`src/rtl/swb_pkg.sv`:
```
package swb_pkg;
  localparam int CMD_W = 2;

  typedef enum logic [CMD_W-1:0] {
    CMD_WR = 2'b10,
    CMD_RD = 2'b11
  } cmd_e;

  typedef enum logic [2:0] {
    ST_IDLE,
    ST_WREQ,
    ST_WWAIT,
    ST_RREQ,
    ST_RWAIT,
    ST_RDONE
  } seq_state_e;
endpackage

```
`src/rtl/swb_decode.sv`:
```
module swb_decode #(
  parameter int ADDR_W    = 32,
  parameter int SPAN_LOG2 = 20,
  parameter int OFS_W     = 11,
  parameter logic [ADDR_W-1:0] WIN_BASE = 32'h1FC0_0000,
  localparam int WADDR_W  = OFS_W - 2
) (
  input  logic [ADDR_W-1:0]  addr_i,
  output logic               hit_o,
  output logic [WADDR_W-1:0] waddr_o
);
  logic unused_ofs;

  assign hit_o      = (addr_i[ADDR_W-1:SPAN_LOG2] == WIN_BASE[ADDR_W-1:SPAN_LOG2]);
  assign waddr_o    = addr_i[OFS_W-1:2];
  // mirrored and byte-lane bits carry no meaning
  assign unused_ofs = ^{addr_i[SPAN_LOG2-1:OFS_W], addr_i[1:0], WIN_BASE[SPAN_LOG2-1:0]};
endmodule

```
`src/rtl/swb_seq.sv`:
```
module swb_seq
  import swb_pkg::*;
(
  input  logic       clk_i,
  input  logic       rst_ni,
  input  logic       rd_hit_i,
  input  logic       wr_hit_i,
  input  logic       req_ready_i,
  input  logic       rsp_valid_i,
  output logic       stall_o,
  output logic       req_valid_o,
  output cmd_e       req_cmd_o,
  output logic       wr_busy_o,
  output logic       rd_pending_o,
  output logic       irq_o,
  output logic       wr_accept_o,
  output logic       rd_start_o,
  output logic       rd_capture_o
);
  seq_state_e state_q, state_d;
  logic       irq_q;
  logic       wr_done;

  assign wr_accept_o  = (state_q == ST_IDLE) && wr_hit_i;
  assign rd_start_o   = (state_q == ST_IDLE) && rd_hit_i && !wr_hit_i;
  assign rd_capture_o = (state_q == ST_RWAIT) && rsp_valid_i;
  assign wr_done      = (state_q == ST_WWAIT) && rsp_valid_i;
  assign wr_busy_o    = (state_q == ST_WREQ) || (state_q == ST_WWAIT);
  assign rd_pending_o = rd_hit_i && wr_busy_o;
  assign req_valid_o  = (state_q == ST_WREQ) || (state_q == ST_RREQ);
  assign req_cmd_o    = wr_busy_o ? CMD_WR : CMD_RD;
  assign stall_o      = (rd_hit_i && (state_q != ST_RDONE)) ||
                        (wr_hit_i && (state_q != ST_IDLE));
  assign irq_o        = irq_q;

  always_comb begin
    state_d = state_q;
    unique case (state_q)
      ST_IDLE:  if (wr_hit_i) state_d = ST_WREQ;
                else if (rd_hit_i) state_d = ST_RREQ;
      ST_WREQ:  if (req_ready_i) state_d = ST_WWAIT;
      ST_WWAIT: if (rsp_valid_i) state_d = ST_IDLE;
      ST_RREQ:  if (req_ready_i) state_d = ST_RWAIT;
      ST_RWAIT: if (rsp_valid_i) state_d = ST_RDONE;
      ST_RDONE: state_d = ST_IDLE;
      default:  state_d = ST_IDLE;
    endcase
  end

  always_ff @(posedge clk_i or negedge rst_ni) begin
    if (!rst_ni) begin
      state_q <= ST_IDLE;
      irq_q   <= 1'b0;
    end else begin
      state_q <= state_d;
      irq_q   <= wr_done;
    end
  end

  AST_IRQ_ONE_CYCLE: assert property (@(posedge clk_i) disable iff (!rst_ni)
    irq_o |=> !irq_o);
  AST_IRQ_AFTER_WRITE: assert property (@(posedge clk_i) disable iff (!rst_ni)
    irq_o |-> $past(wr_busy_o));
  AST_RD_AFTER_RSP: assert property (@(posedge clk_i) disable iff (!rst_ni)
    (rd_hit_i && !stall_o) |-> $past(rsp_valid_i));
  AST_PENDING_NO_RD: assert property (@(posedge clk_i) disable iff (!rst_ni)
    rd_pending_o |-> !(req_valid_o && req_cmd_o == CMD_RD));
  AST_REQ_CMD_HOLD: assert property (@(posedge clk_i) disable iff (!rst_ni)
    (req_valid_o && !req_ready_i) |=> (req_valid_o && $stable(req_cmd_o)));
endmodule

```
`src/rtl/swb_cur_regs.sv`:
```
module swb_cur_regs #(
  parameter int DATA_W  = 32,
  parameter int WADDR_W = 9
) (
  input  logic               clk_i,
  input  logic               rst_ni,
  input  logic               wr_accept_i,
  input  logic               rd_start_i,
  input  logic               rd_capture_i,
  input  logic [WADDR_W-1:0] waddr_i,
  input  logic [DATA_W-1:0]  wdata_i,
  input  logic [DATA_W-1:0]  rsp_rdata_i,
  output logic [WADDR_W-1:0] cur_addr_o,
  output logic [DATA_W-1:0]  cur_data_o
);
  always_ff @(posedge clk_i or negedge rst_ni) begin
    if (!rst_ni) begin
      cur_addr_o <= '0;
      cur_data_o <= '0;
    end else begin
      if (wr_accept_i || rd_start_i) cur_addr_o <= waddr_i;
      if (wr_accept_i)               cur_data_o <= wdata_i;
      else if (rd_capture_i)         cur_data_o <= rsp_rdata_i;
    end
  end

  AST_ADDR_ON_ACCEPT: assert property (@(posedge clk_i) disable iff (!rst_ni)
    (wr_accept_i || rd_start_i) |=> (cur_addr_o == $past(waddr_i)));
  AST_DATA_QUIET: assert property (@(posedge clk_i) disable iff (!rst_ni)
    (!wr_accept_i && !rd_capture_i) |=> $stable(cur_data_o));
endmodule

```
`src/rtl/serial_window_bridge.sv`:
```
module serial_window_bridge
  import swb_pkg::*;
#(
  parameter int DATA_W    = 32,
  parameter int ADDR_W    = 32,
  parameter int SPAN_LOG2 = 20,
  parameter int OFS_W     = 11,
  parameter logic [ADDR_W-1:0] WIN_BASE = 32'h1FC0_0000,
  localparam int WADDR_W  = OFS_W - 2
) (
  input  logic               clk_i,
  input  logic               rst_ni,
  input  logic [ADDR_W-1:0]  cpu_addr_i,
  input  logic [DATA_W-1:0]  cpu_wdata_i,
  input  logic               cpu_rd_i,
  input  logic               cpu_wr_i,
  output logic [DATA_W-1:0]  cpu_rdata_o,
  output logic               cpu_stall_o,
  output logic               req_valid_o,
  input  logic               req_ready_i,
  output logic [CMD_W-1:0]   req_cmd_o,
  output logic [WADDR_W-1:0] req_addr_o,
  output logic [DATA_W-1:0]  req_wdata_o,
  input  logic               rsp_valid_i,
  input  logic [DATA_W-1:0]  rsp_rdata_i,
  output logic               io_busy_o,
  output logic               dma_busy_o,
  output logic               rd_pending_o,
  output logic               irq_o,
  output logic [WADDR_W-1:0] cur_addr_o,
  output logic [DATA_W-1:0]  cur_data_o
);
  logic               hit, rd_hit, wr_hit;
  logic [WADDR_W-1:0] waddr;
  logic               wr_accept, rd_start, rd_capture, wr_busy;
  cmd_e               cmd;

  swb_decode #(
    .ADDR_W(ADDR_W), .SPAN_LOG2(SPAN_LOG2), .OFS_W(OFS_W), .WIN_BASE(WIN_BASE)
  ) u_decode (
    .addr_i (cpu_addr_i),
    .hit_o  (hit),
    .waddr_o(waddr)
  );

  assign rd_hit = cpu_rd_i && hit;
  assign wr_hit = cpu_wr_i && hit;

  swb_seq u_seq (
    .clk_i       (clk_i),
    .rst_ni      (rst_ni),
    .rd_hit_i    (rd_hit),
    .wr_hit_i    (wr_hit),
    .req_ready_i (req_ready_i),
    .rsp_valid_i (rsp_valid_i),
    .stall_o     (cpu_stall_o),
    .req_valid_o (req_valid_o),
    .req_cmd_o   (cmd),
    .wr_busy_o   (wr_busy),
    .rd_pending_o(rd_pending_o),
    .irq_o       (irq_o),
    .wr_accept_o (wr_accept),
    .rd_start_o  (rd_start),
    .rd_capture_o(rd_capture)
  );

  swb_cur_regs #(.DATA_W(DATA_W), .WADDR_W(WADDR_W)) u_cur (
    .clk_i       (clk_i),
    .rst_ni      (rst_ni),
    .wr_accept_i (wr_accept),
    .rd_start_i  (rd_start),
    .rd_capture_i(rd_capture),
    .waddr_i     (waddr),
    .wdata_i     (cpu_wdata_i),
    .rsp_rdata_i (rsp_rdata_i),
    .cur_addr_o  (cur_addr_o),
    .cur_data_o  (cur_data_o)
  );

  assign req_cmd_o   = cmd;
  assign req_addr_o  = cur_addr_o;
  assign req_wdata_o = cur_data_o;
  assign cpu_rdata_o = cur_data_o;
  // a posted store counts as a transfer for both flags
  assign io_busy_o   = wr_busy;
  assign dma_busy_o  = wr_busy;

  AST_REQ_PAYLOAD_HOLD: assert property (@(posedge clk_i) disable iff (!rst_ni)
    (req_valid_o && !req_ready_i) |=> ($stable(req_addr_o) && $stable(req_wdata_o)));
  AST_MISS_NO_STALL: assert property (@(posedge clk_i) disable iff (!rst_ni)
    ((cpu_rd_i || cpu_wr_i) && !hit) |-> !cpu_stall_o);
  AST_WR_POSTED: assert property (@(posedge clk_i) disable iff (!rst_ni)
    (wr_hit && !cpu_stall_o) |=> io_busy_o);
endmodule

```
`config.mk`:
```
export PLATFORM = sky130hd
export DESIGN_NAME = serial_window_bridge
export DESIGN_NICKNAME = d
export VERILOG_FILES = /design/src/rtl/swb_pkg.sv /design/src/rtl/swb_decode.sv /design/src/rtl/swb_seq.sv /design/src/rtl/swb_cur_regs.sv /design/src/rtl/serial_window_bridge.sv
export SDC_FILE = /design/constraint.sdc
export NUM_CORES = 1
export LEC_CHECK = 0
export CAP_MARGIN = 20
export CORE_MARGIN = 10
export CORE_UTILIZATION = 54
export DETAILED_ROUTE_END_ITERATION = 6
export DONT_BUFFER_PORTS = 1
export GPL_TIMING_DRIVEN = 0
export HOLD_SLACK_MARGIN = 0.03
export MAX_ROUTING_LAYER = met4
export PLACE_DENSITY = 0.69
export RECOVER_POWER = 25
export SLEW_MARGIN = 20
export SYNTH_ARGS = -nofsm -noshare
export SYNTH_HDL_FRONTEND = slang
export SYNTH_SLANG_ARGS = --single-unit
```
`constraint.sdc`:
```
create_clock -name clk_i -period 4.5 [get_ports clk_i]
set_input_delay 0.45 -clock clk_i [delete_from_list [all_inputs] [get_ports clk_i]]
set_output_delay 0.45 -clock clk_i [all_outputs]
set_load 0.05 [all_outputs]
```
# Word level (Yosys, flattened, before mapping)

Cells that the tools add are included.

Output and inout bits: 122
Bits in registers: 45

Reductions and logical operators: 19
Muxes and demuxes: 10
Equality and inequality tests: 11

Operators by type and width:

| kind                | count |
|---|---|
| $mux 32             | 2 |
| $mux 3              | 6 |
| $pmux 3 s5          | 1 |
| $eq 12x9->1 const B | 1 |
| $logic_and 1x1->1   | 10 |
| $ne 2x2->1 const B  | 4 |
| $eq 3x2->1 const B  | 2 |
| $reduce_and 5->1    | 1 |
| $logic_or 1x1->1    | 4 |
| $eq 3x1->1 const B  | 1 |
| $eq 3x3->1 const B  | 1 |
| $logic_not 3->1     | 1 |
| $ne 3x1->1 const B  | 1 |
| $ne 3x3->1 const B  | 1 |
| $reduce_bool 3->1   | 1 |
| $reduce_bool 2->1   | 1 |
| $logic_not 1->1     | 1 |
| $mux 1              | 1 |

# Logic depth before layout (Yosys ltp)

Depth after elaboration: 5
Gate-level depth with buffers: 5
Depth with buffers taken out: 4

# Hierarchy

Synthesis repeated with hierarchy kept, for this count alone.

Cell total of the unflattened synthesis: 281
Area total of the unflattened synthesis: 2832.7 µm²

Modules (own cells, without submodules):

| module               | area each (µm²) | sequential area each (µm²) | cells an instance | instances |
|---|---|---|---|---|
| swb_cur_regs         | 1840.5          | 1026.0                     | 158               | 1 |
| serial_window_bridge | 568.0           | 0.0                        | 76                | 1 |
| swb_seq              | 315.3           | 100.1                      | 34                | 1 |
| swb_decode           | 108.9           | 0.0                        | 13                | 1 |

# Worst setup path before layout

OpenSTA, ideal clock, no wires.

Path kind: register -> output
Start: reg u_seq.state_q[0]
End: out rd_pending_o
Data arrival time: 3058 ps
Buffers on the path: 1
Path slack: 992 ps
Stages on the path, launching flop included: 6
Data required time: 4050 ps
Path through: dfrtp_1 -> buf_2 -> xnor2_1 -> nor2_1 -> inv_1 -> nor3_1

Longest elaborated chain between the ends: 3
Elaborated cells between the ends (all ways): 4
Classes of those cells: 2 x eq/ne; 2 x reduce/logical

RTL lines:

| element                                         | RTL line                   | source |
|---|---|---|
| start: declaration                              | swb_seq.sv:20              | `seq_state_e state_q, state_d;` |
| start signal: assignment                        | swb_seq.sv:55              | `state_q <= state_d;` |
| $eq 3x1->1 / $eq 3x2->1 (equally long branches) | swb_seq.sv:28              | `assign wr_busy_o = (state_q == ST_WREQ) \|\| (state_q == ST_WWAIT);` |
| $logic_or 1x1->1 (*)                            | swb_seq.sv:28              |  |
| named net dma_busy_o                            | serial_window_bridge.sv:27 | `output logic dma_busy_o,` |
| $logic_and 1x1->1 (*)                           | swb_seq.sv:29              | `assign rd_pending_o = rd_hit_i && wr_busy_o;` |
| end: declaration                                | serial_window_bridge.sv:28 | `output logic rd_pending_o,` |

Mark *: on every way through the listed nets, which the timed path passes. The rest lies on a longest branch.

# Worst setup path in the final report

Ends and elaborated chain as after synthesis.

==> flow_summary.json <==
{
  "status": "finished, violations left",
  "violations": "capacitance limit, slew limit",
  "core_area_mm2": 0.00524,
  "grt_pass1_wl_um": 10800,
  "hpwlAfterDp_um": 6280,
  "setup_tns_ps": 0,
  "netlist_area_mm2": 0.00298,
  "vdd_drop_max_v": 0.000114,
  "cts_tree": "yes",
  "nets": 344,
  "cts.sinks": 45,
  "synthArstFlopShare_pct": 100,
  "drive_gt1_share_pct": 58.8,
  "finalClockSkew_ps": 4.15,
  "drv_slew": 46,
  "min_from": "cpu_wdata_i[17]",
  "cts_buffers": 5,
  "yosys-top-cells-area": "dfrtp_1, buf_4, mux2_4, mux2_1, mux2_2",
  "yosys_warnings": 0,
  "synth.most_common_cell": "buf_4",
  "grt-ovfl-total": 0,
  "instances_no_fill": 315,
  "drtIter0Drc": 12,
  "synth_area_per_cell_um2": 12.8,
  "dieArea_mm2": 0.00888,
  "worstMarginPinSlew_ps": 2380,
  "synth_edf_count": 0,
  "cp-startpoint": "u_seq.state_q[0]",
  "crit_path_end_kind": "output port",
  "cts.root.buffer_cell": "clkbuf_8",
  "finalHoldViolCount": 0,
  "rsz0062_at_grt": "no",
  "drc": 0,
  "dp.cells": 303,
  "r2r-start": "u_seq.state_q[0]",
  "antenna_found_initial": 1,
  "holdWs_ps": 303,
  "gp_congestion": 0.711,
  "synth_commonest_cells": "buf_4, dfrtp_1, mux2_4",
  "htree_levels": 2,
  "power_leakage_nw": 1.79,
  "ys_seq_elements": 45,
  "seq_area_mm2": 0.00113,
  "start_util_pct": 56.8,
  "ios": 224,
  "ant_nets": 0,
  "max_freq_mhz": 273,
  "area_delta_synth_final_pct": 6.26,
  "power_density_mw_per_mm2": 217,
  "drv_cap": 1,
  "grt.total_usage_pct": 15.8,
  "synthDistinctLibCells": 31,
  "rows": 26,
  "dr.pass1.iters": 4,
  "cp_max_fo": 9,
  "postCtsSetupBuffers": 0,
  "crit_type": "reg2out",
  "clkTransAtPathRegs_ps": 80,
  "yosysTopAreaCell": "dfrtp_1",
  "cts.path.max_buffers": 2,
  "ys_seq_area_share_pct": 37.8,
  "yosys.area.top_type_share_pct": 37.8,
  "fillers": 459,
  "finalPower_mw": 0.685,
  "vias_per_cell": 5.30,
  "die_h_um": 94.2,
  "worst_ep_arrival_time_ps": 3220,
  "cp.required_ps": 4050,
  "relSlewSlack_pct": -58.8,
  "fp.dieW_um": 94.2,
  "synthCells": 233,
  "routed_wl_um": 7560,
  "worst_setup_path_start_kind": "flop",
  "route.vias.total": 1669,
  "grt_max_degree": 46,
  "port_buffers": 0,
  "grt_pass1_vias": 1853,
  "syn-num-nets": 335,
  "clk_latency_ps": 290,
  "post-route-min-period_ps": 3670,
  "ys_dominant_reg_cell": "dfrtp_1",
  "setup_viol_count_final": 0,
  "min_period_over_period_pct": 81.5,
  "final_cell_area_mm2": 0.00316,
  "wire_per_inst_um": 24.0,
  "hold_path.class": "in2reg",
  "multiInputGateArea_mm2": 0.00119,
  "placedInstanceArea_mm2": 0.00307
}
metrics by stage:
stage,setup slack (ps),utilization (%)
3_3_place_gp,835,58.5
6_report,833,60.4
4_1_cts,911,61.0
5_1_grt,641,60.3
2_1_floorplan,992,-
3_5_place_dp,1240,58.7
layer usage:
metal	up-vias	wire [um]	global-route usage, %
met5	-	0	-
met4	0	52	4.18
met3	5	1030	7.99
met2	109	4070	27.3
met1	817	2410	15.3
li1	738	-	-
cells in the final DEF (no fill, tap or decap), drive strengths merged:
cell type	n
a21oi	2
mux2i	1
o32ai	1
nand2b	1
mux2	73
nand3b	1
nor3	3
o2111a	1
clkinv	2
nor4	1
nand4	2
a211o	1
dfrtp	45
buf	83
nor4b	1
nor2	2
xnor2	1
a211oi	1
a31o	1
and2b	1
dlygate4sd3	1
nor3b	1
diode	2
and4bb	1
nand2	4
conb	1
clkbuf	8
inv	3
worst max-delay path: stages (launching register included):
cell and delay (ps):
dfrtp_1 330, clkbuf_1 370, xnor2_1 110, nor2_1 770
inv_1 520, nor3_2 820
where the power goes:
part	internal (mW)	switching, mW
registers	0.406	0.00842
logic	0.0106	0.0248
clock network	0.108	0.128
total	0.524	0.161
path summary, 6_finish.rpt:
path	cells after the start	slack, ps	endpoint
hold / removal	1	300	u_cur.cur_data_o[17]
setup / recovery	5	830	rd_pending_o
hold reg to reg	1	630	u_seq.state_q[1]
setup reg to reg	5	2350	u_cur.cur_addr_o[6]
min in group asynchronous	2	1440	u_cur.cur_data_o[17]
max in group asynchronous	2	1710	u_cur.cur_data_o[2]
layout make-up:
class	instances	share of cell area [%]
antenna	2	0.158
buffer	84	20.5
clock buffer	6	2.29
clock inverter	2	0.316
inverter	3	0.356
multi-input combinational	101	37.5
sequential	45	35.6
tap	70	2.77
timing repair buffer	2	0.435
flip-flops by register name, summed over array words and instances, names as in the netlist:
signal / flops
u_seq.state_q: 3
u_cur.cur_addr_o: 9
u_seq.irq_o: 1
u_cur.cur_data_o: 32
cells by family after synthesis:
| family | share of synthesized area, % |
|---|---|
| buffers and inverters | 22.2 |
| muxes | 31.7 |
| DFF | 37.8 |
| and+or+nand+nor | 5.93 |
| AOI/OAI and AO/OA | 1.85 |
| xor gates and xnor gates | 0.294 |
| other | 0.126 |
timing repair:
| item | CTS | global route |
|---|---|---|
| endpoints found under the hold margin | 45 | 0 |
| hold buffers | 2 | 0 |
| resized for setup | 0 | 0 |
(Power assumes the default switching activity.)
